===== src/rtl/brr_pkg.sv =====
package brr_pkg;
  typedef enum logic [3:0] {
    BC_ALWAYS  = 4'd0,
    BC_C_CLR   = 4'd1,
    BC_C_SET   = 4'd2,
    BC_Z_SET   = 4'd3,
    BC_Z_CLR   = 4'd4,
    BC_N_SET   = 4'd5,
    BC_N_CLR   = 4'd6,
    BC_V_SET   = 4'd7,
    BC_V_CLR   = 4'd8,
    BC_U_HI    = 4'd9,
    BC_U_LS    = 4'd10,
    BC_S_GE    = 4'd11,
    BC_S_LT    = 4'd12,
    BC_S_GT    = 4'd13,
    BC_S_LE    = 4'd14,
    BC_DEC_NZ  = 4'd15
  } brcond_e;

  typedef struct packed {
    logic c;
    logic z;
    logic n;
    logic v;
  } brflags_t;
endpackage


===== src/rtl/brr_cond_eval.sv =====
module brr_cond_eval #(
  parameter int DATA_W = 16,
  parameter int BYTE_W = 8
) (
  input  brr_pkg::brcond_e  cond,
  input  brr_pkg::brflags_t flags,
  input  logic [DATA_W-1:0] dec_val,
  input  logic              dec_word,
  output logic              taken
);
  import brr_pkg::*;

  logic sgn_ok;   // N equals V
  logic cnt_nz;

  assign sgn_ok = (flags.n == flags.v);
  assign cnt_nz = dec_word ? (|dec_val) : (|dec_val[BYTE_W-1:0]);

  always_comb begin
    unique case (cond)
      BC_ALWAYS: taken = 1'b1;
      BC_C_CLR:  taken = !flags.c;
      BC_C_SET:  taken = flags.c;
      BC_Z_SET:  taken = flags.z;
      BC_Z_CLR:  taken = !flags.z;
      BC_N_SET:  taken = flags.n;
      BC_N_CLR:  taken = !flags.n;
      BC_V_SET:  taken = flags.v;
      BC_V_CLR:  taken = !flags.v;
      BC_U_HI:   taken = !flags.c && !flags.z;
      BC_U_LS:   taken = flags.c || flags.z;
      BC_S_GE:   taken = sgn_ok;
      BC_S_LT:   taken = !sgn_ok;
      BC_S_GT:   taken = !flags.z && sgn_ok;
      BC_S_LE:   taken = flags.z || !sgn_ok;
      BC_DEC_NZ: taken = cnt_nz;
      default:   taken = 1'b0;
    endcase
  end
endmodule


===== src/rtl/brr_target_calc.sv =====
module brr_target_calc #(
  parameter int ADDR_W = 24,
  parameter int DISP_W = 8
) (
  input  logic [ADDR_W-1:0] pc,
  input  logic [DISP_W-1:0] disp,
  output logic [ADDR_W-1:0] target
);
  localparam int EXT_W = ADDR_W - DISP_W - 1;

  logic [ADDR_W-1:0] offset;
  logic [ADDR_W-1:0] sum;

  // sign-extend and scale by two in one concatenation
  assign offset = {{EXT_W{disp[DISP_W-1]}}, disp, 1'b0};
  assign sum    = pc + offset;
  assign target = {sum[ADDR_W-1:1], 1'b0};
endmodule


===== src/rtl/brr_out_stage.sv =====
module brr_out_stage #(
  parameter int W = 25
) (
  input  logic         clk,
  input  logic         rst_n,
  input  logic         up_valid,
  output logic         up_ready,
  input  logic [W-1:0] up_data,
  output logic         dn_valid,
  input  logic         dn_ready,
  output logic [W-1:0] dn_data
);
  logic         full_q;
  logic [W-1:0] data_q;

  assign up_ready = !full_q || dn_ready;
  assign dn_valid = full_q;
  assign dn_data  = data_q;

  always_ff @(posedge clk) begin
    if (!rst_n) begin
      full_q <= 1'b0;
      data_q <= '0;
    end else begin
      if (up_valid && up_ready) begin
        full_q <= 1'b1;
        data_q <= up_data;
      end else if (dn_ready) begin
        full_q <= 1'b0;
      end
    end
  end

  AST_HOLD_STABLE: assert property (@(posedge clk) disable iff (!rst_n)
    (dn_valid && !dn_ready) |=> (dn_valid && $stable(dn_data)))
    else $error("held result changed under back-pressure");

  AST_ACCEPT_SHOWS: assert property (@(posedge clk) disable iff (!rst_n)
    (up_valid && up_ready) |=> dn_valid)
    else $error("accepted request not presented");
endmodule


===== src/rtl/brr_unit.sv =====
module brr_unit #(
  parameter int ADDR_W = 24,
  parameter int DISP_W = 8,
  parameter int DATA_W = 16
) (
  input  logic              clk,
  input  logic              rst_n,
  input  logic              in_valid,
  output logic              in_ready,
  input  logic [ADDR_W-1:0] in_pc,
  input  logic [DISP_W-1:0] in_disp,
  input  logic [3:0]        in_cond,
  input  logic              in_flag_c,
  input  logic              in_flag_z,
  input  logic              in_flag_n,
  input  logic              in_flag_v,
  input  logic [DATA_W-1:0] in_dec_val,
  input  logic              in_dec_word,
  output logic              out_valid,
  input  logic              out_ready,
  output logic [ADDR_W-1:0] out_pc,
  output logic              out_taken
);
  import brr_pkg::*;

  localparam int PAY_W = ADDR_W + 1;

  brflags_t          flags;
  brcond_e           cond;
  logic              taken;
  logic [ADDR_W-1:0] target;
  logic [ADDR_W-1:0] next_pc;
  logic [PAY_W-1:0]  res_d;
  logic [PAY_W-1:0]  res_q;

  assign flags = '{c: in_flag_c, z: in_flag_z, n: in_flag_n, v: in_flag_v};
  assign cond  = brcond_e'(in_cond);

  brr_cond_eval #(.DATA_W(DATA_W), .BYTE_W(8)) u_cond (
    .cond(cond), .flags(flags), .dec_val(in_dec_val),
    .dec_word(in_dec_word), .taken(taken)
  );

  brr_target_calc #(.ADDR_W(ADDR_W), .DISP_W(DISP_W)) u_tgt (
    .pc(in_pc), .disp(in_disp), .target(target)
  );

  assign next_pc = taken ? target : in_pc;
  assign res_d   = {taken, next_pc};

  brr_out_stage #(.W(PAY_W)) u_out (
    .clk(clk), .rst_n(rst_n),
    .up_valid(in_valid), .up_ready(in_ready), .up_data(res_d),
    .dn_valid(out_valid), .dn_ready(out_ready), .dn_data(res_q)
  );

  assign out_taken = res_q[PAY_W-1];
  assign out_pc    = res_q[ADDR_W-1:0];

  AST_EVEN_TARGET: assert property (@(posedge clk) disable iff (!rst_n)
    (out_valid && out_taken) |-> !out_pc[0])
    else $error("taken target is odd");

  AST_ALWAYS_TAKEN: assert property (@(posedge clk) disable iff (!rst_n)
    $past(in_valid && in_ready && in_cond == 4'd0) |-> out_taken)
    else $error("unconditional branch not taken");

  AST_PASS_THROUGH: assert property (@(posedge clk) disable iff (!rst_n)
    ($past(in_valid && in_ready) && !out_taken) |-> out_pc == $past(in_pc))
    else $error("not-taken PC altered");

  AST_READY_EMPTY: assert property (@(posedge clk) disable iff (!rst_n)
    !out_valid |-> in_ready)
    else $error("empty stage not ready");
endmodule


===== config.mk =====
export PLATFORM = sky130hd
export DESIGN_NAME = brr_unit
export DESIGN_NICKNAME = d
export VERILOG_FILES = /design/src/rtl/brr_pkg.sv /design/src/rtl/brr_cond_eval.sv /design/src/rtl/brr_target_calc.sv /design/src/rtl/brr_out_stage.sv /design/src/rtl/brr_unit.sv
export SDC_FILE = /design/constraint.sdc
export NUM_CORES = 1
export LEC_CHECK = 0
export BUFFER_PORTS_ARGS = -buffer_cell sky130_fd_sc_hd__buf_4
export CORE_MARGIN = 2
export CORE_UTILIZATION = 44
export CTS_CLUSTER_SIZE = 30
export DETAILED_ROUTE_END_ITERATION = 7
export MAX_ROUTING_LAYER = met4
export PLACE_DENSITY = 0.72
export SYNTH_ARGS = -nofsm -noshare
export SYNTH_HDL_FRONTEND = slang
export SYNTH_SLANG_ARGS = --single-unit

===== constraint.sdc =====
create_clock -name clk -period 3.4 [get_ports clk]
set_input_delay 1.02 -clock clk [delete_from_list [all_inputs] [get_ports clk]]
set_output_delay 1.02 -clock clk [all_outputs]
set_load 0.02 [all_outputs]

==> metrics.cfg, run 1 <==
[grt]
grt_pass1_wl_um=11700
gr-total-overflow=0
grt_pass1_vias=2636
track_usage_pct=23.2
grt_max_degree=39
antenna_found_initial=0

[route]
drtIter0Drc=134
viasPerCell=5.67
drt-pass1-iter-count=4
postRouteAntennaNets=0
vias=2831
avgRoutedWirePerCell_um=14.4
drc_errors=0
routed_wl_um=7210

[worst_setup_path]
critPathArrivalTime_ps=3420
end_kind=register
start_kind=input pin
crit_buf_inv=2
cp_slowest_cell=or4_1
crit_fanout=5
slowest_delay_ps=500
critPathRequiredTime_ps=3610
path_cells=buf_4 -> ha_1 -> a2111oi_0 -> o21ai_1 -> a21oi_2 -> o31ai_2 -> buf_4 -> o31ai_4 -> nor3_1 -> or4_1 -> a21oi_1
critPathKind=input pin to register
crit_family=compound AO/OA/AOI/OAI gates
crit_top_cell=buf_4

[synth]
synth_top_family_by_area=compound AO/OA/AOI/OAI gates
ys_warn_count=0
synthTopCellsByArea=dfxtp_1 (21%), ha_1 (11%), a21oi_1 (8.0%)
synth-edff-count=0
synth_top_area_share_pct=20.9
synth_fp_nets=416
synth_area_leader_cell=dfxtp_1
synth-simple-area-share_pct=19.3
syn_inst=332
synth_common_cells=a21oi_1 (40), nor2_1 (35), dfxtp_1 (26)
seq_area_frac_synth_pct=20.9
synth-compound-area-share_pct=35.2
syn_area_mm2=0.00249
avgSynthCellArea_um2=7.49
async_flop_share_pct=0
synth_xor_area_share_pct=5.28
yosysMostFrequentCell=a21oi_1
synth.area.mux_share_pct=3.22
ys.flop_type=dfxtp_1
synth.distinct_cells=49
ys_ff_latch=26
synth_adder_area_share_pct=11.9

[clock_tree]
clkLatencyLatePin_ps=280
root_buffer=clkbuf_8
cts_setup_buffers=0
htree_levels=1
cts_hold_buf=0
cts_buffers=3
clock_sinks=26
clk_pin_slew_ps=90
post_cts_resized=0
cts_tree=built
cts_buffer_depth=2

[die]
dieHeight_um=79.2
coreArea_mm2=0.00547
rows=27
start_util_pct=45.5
die_area_mm2=0.00627
pin_count=88
fp.dieW_um=79.2

[finish]
fin_cells=499
fillers=538
multi_input_area_mm2=0.00186
area_growth_pct=35.9
final_nets=512
seqCellArea_um2=520
antenna_cells=0
fin_area_mm2=0.00338
drive_above_1_share_pct=27.6

[sta]
max_freq_mhz=312
tightest_slew_ps=633
hold_violations=0
slew_viol_final=0
tns_ps=0
fin_skew_ps=2.81
setup_viol=0
rsz0062_at_grt=false
fin_ws_ps=197
post-route-period-util_pct=94.2
post-route-min-period_ps=3200
slew_headroom_pct=57.6

[run]
drv_cap=0

[placed_design]
dp_hpwl_um=5490
dp.cells=495
pre_cts_slack_ps=-63.3
port_buffers=87
gp_congestion=0.875
place_area_mm2=0.00332

[run_status]
status=complete, no violations

[pwr]
peakVddDrop_v=0.000197
p_total_uw=1110
cellPowerDensity_mw_per_mm2=329
power.leakage_uw=0.00160

[worst_hold_path]
hp-class=register to register

worst register-to-register path, delay by kind of cell, from the launching register on:
kind,cells,cell delay (ps)
and+or+nand+nor,3,870
AOI/OAI and AO/OA,2,420
DFF,1,320
metrics by stage:
step | util (%) | hold WS, ps
2_1_floorplan | - | 530
3_3_place_gp | 60.7 | 443
3_5_place_dp | 60.7 | 452
4_1_cts | 61.8 | 466
5_1_grt | 61.8 | 501
6_report | 61.8 | 463
layout make-up:
type                       count  area share (%)
clock buffer                   4            1.63
inverter                      10            1.11
multi-input combinational    280            55.1
sequential                    26            15.4
tap                           72            2.67
timing repair buffer         107            24.1
path summary, 6_finish.rpt:
kind                         start  slack [ps]  cells past startpoint                end
hold / removal    u_out.dn_data[0]         460                      2   u_out.dn_data[0]
hold reg to reg   u_out.dn_data[0]         460                      2   u_out.dn_data[0]
setup reg to reg    u_out.dn_valid        1710                      5  u_out.dn_data[22]
setup / recovery          in_pc[7]         200                     11  u_out.dn_data[20]
cell usage in the layout (no fill, tap or decap), types with 2 or more instances in the layout:
cell type    n
a211oi_1    16
nor3_1      12
a31oi_1      7
inv_1        9
o21ai_0     19
ha_1        22
a21oi_1     40
nand2_1     22
xor2_1       3
nor4_1       5
nor2_1      35
or4_1        2
a211o_1      3
or3_1        2
nor2b_1      3
o21a_1       4
a21o_1      11
a21boi_0     2
or2_2        3
dfxtp_1     26
o211a_1      4
o2111ai_1    3
xnor2_1     12
nand3_1     10
and3_1       2
nand2b_1     3
o211ai_1     5
a2111oi_0    3
mux2i_1      8
buf_4      106
clkbuf_8     4
o21bai_1     4
report_power, final:
group          switching, uW  internal [uW]
combinational            294            261
clock                    106            104
sequential              14.8            334
total                    414            699
registers in the layout, summed over array words and instances, names as in the netlist:
register,cells
u_out.dn_valid,1
u_out.dn_data,25
kinds of logic (layout without fill, tap and decap cells):
group / Yosys count / after routing
AND/OR/NAND/NOR: 103 / 103
AO/OA/AOI/OAI: 131 / 131
adder cells (fa/ha/maj): 23 / 23
buffers and inverters: 26 / 121
multiplexers: 8 / 8
flip-flops: 26 / 26
XOR/XNOR: 15 / 15
per-layer routing:
metal / GRT usage, % / vias up / part of all wire (%)
met2: 41.7 / 83 / 49
met3: 3.75 / 2 / 5.5
met4: 1.55 / 0 / 0.097
li1: - / 1447 / -
met5: - / - / 0
met1: 28.7 / 1299 / 46
Power figures use the tool's default switching activity.
==> inputs of run 2 (changes only) <==
Settings changed: REMOVE_ABC_BUFFERS set to 1, TNS_END_PERCENT set to 10.
==> run 2 against run 1 <==
Sequential power barely moved. Utilization up 0.41 points. Global-route usage increased by 1.1 points. Fmax is 2.1% higher. Routed wire length is 4.0% higher. Hold slack improved by 8.5 ps.
==> metrics.cfg, run 2 (synthesis results as in run 1) <==
[run_status]
status=complete, no violations

[pwr]
cellPowerDensity_mw_per_mm2=333  ; +1.0%
peakVddDrop_v=0.000181  ; -8.3%
power.leakage_uw=0.00161  ; +0.90%

[die]
coreArea_mm2=0.00547  ; unchanged
pin_count=88  ; unchanged
dieHeight_um=79.2  ; unchanged
rows=27  ; unchanged
fp.dieW_um=79.2  ; unchanged
start_util_pct=45.5  ; unchanged
die_area_mm2=0.00627  ; unchanged

[grt]
grt_max_degree=39  ; unchanged
grt_pass1_vias=2630  ; -0.23%
track_usage_pct=24.3  ; +1.1 points
antenna_found_initial=0  ; unchanged
gr-total-overflow=0  ; unchanged
grt_pass1_wl_um=12100  ; +4.0%

[sta]
hold_violations=0  ; unchanged
post-route-period-util_pct=92.3  ; -2.0 points
tightest_slew_ps=616  ; -16.3 ps
slew_headroom_pct=58.7  ; +1.1 points
tns_ps=0  ; unchanged
max_freq_mhz=319  ; +2.1%
fin_skew_ps=1.56  ; -1.25 ps
slew_viol_final=0  ; unchanged
setup_viol=0  ; unchanged
rsz0062_at_grt=false
post-route-min-period_ps=3140  ; -66.6 ps

[clock_tree]
clk_pin_slew_ps=100  ; about the same
clock_sinks=26  ; unchanged
htree_levels=1  ; unchanged
cts_setup_buffers=0  ; unchanged
cts_tree=built
cts_buffer_depth=2  ; unchanged
cts_buffers=3  ; unchanged
cts_hold_buf=0  ; unchanged
root_buffer=clkbuf_8
clkLatencyLatePin_ps=280  ; about the same
post_cts_resized=0  ; unchanged

[route]
drt-pass1-iter-count=4  ; unchanged
viasPerCell=5.76  ; +1.5%
routed_wl_um=7500  ; +4.0%
avgRoutedWirePerCell_um=14.9  ; +3.4%
vias=2890  ; +2.1%
postRouteAntennaNets=0  ; unchanged
drtIter0Drc=188  ; +40%
drc_errors=0  ; unchanged

[finish]
fillers=517  ; -3.9%
largest_register_ffs=25  ; unchanged
final_cell_mix=buf_4 (109), a21oi_1 (40), nor2_1 (35)
antenna_cells=0  ; unchanged
fin_cells=502  ; +0.60%
area_growth_pct=36.8
final_nets=515  ; +0.59%
final_common_cell=buf_4
drive_above_1_share_pct=28.1  ; +0.50 points

[worst_setup_path]
critPathKind=input pin to register
start_kind=input pin
end_kind=register
crit_fanout=2  ; -3
critPathArrivalTime_ps=3300  ; -120 ps
critPathRequiredTime_ps=3560  ; -50 ps

[run]
drv_cap=0  ; unchanged

[placed_design]
gp_congestion=0.874  ; -0.14%
dp.cells=498  ; +0.61%
dp_hpwl_um=5700  ; +3.8%
port_buffers=87  ; unchanged

[worst_hold_path]
hp-class=register to register

[run 2: layout make-up]
| class | count | area, um^2 | area share, % |
|---|---|---|---|
| inverter | 10 | 37.5 | 1.10 |
| clock buffer | 4 | 55.1 | 1.62 |
| multi-input combinational | 280 | 1860 | 54.7 |
| sequential | 26 | 520 | 15.3 |
| timing repair buffer | 110 | 838 | 24.6 |
| tap | 72 | 90.1 | 2.65 |
[run 2: stage by stage]
stage	util, %	total power, uW	worst slack (ps)	hold slack [ps]	instance area, um^2
5_1_grt	62.2	1210	77.9	496	3400
2_1_floorplan	-	686	233	530	2420
3_5_place_dp	61.2	910	2.24	456	3350
6_report	62.2	1130	263	471	3400
3_3_place_gp	61.2	903	54.4	454	3350
4_1_cts	62.2	1130	301	471	3400
[run 2: worst paths after layout]
path                       endpoint  slack, ps              from  cells after the start
setup / recovery  u_out.dn_data[17]        260          in_pc[1]                     13
hold / removal     u_out.dn_data[0]        470  u_out.dn_data[0]                      2
setup reg to reg   u_out.dn_data[4]       1750    u_out.dn_valid                      5
hold reg to reg    u_out.dn_data[0]        470  u_out.dn_data[0]                      2
[run 2: per-layer routing]
layer,global-route usage (%),part of all wire [%],vias up
met2,40.8,46,87
met3,2.39,5.1,6
met1,31.8,48,1348
met4,5.17,0.88,0
met5,-,0,-
li1,-,-,1449
[run 2: critical path, stage by stage]
cell and delay, ps:
buf_4 110, ha_1 210, inv_1 70, fa_1 170, nor2b_1 60, o2111ai_1 230
a21boi_0 180, a2111oi_0 440, buf_4 190, nor3_1 50, or4_1 390, nand4_1 100
a31oi_1 70
[run 2: power by group]
part | internal (uW) | switching (uW)
sequential | 334 | 15.6
combinational | 265 | 297
clock | 104 | 117
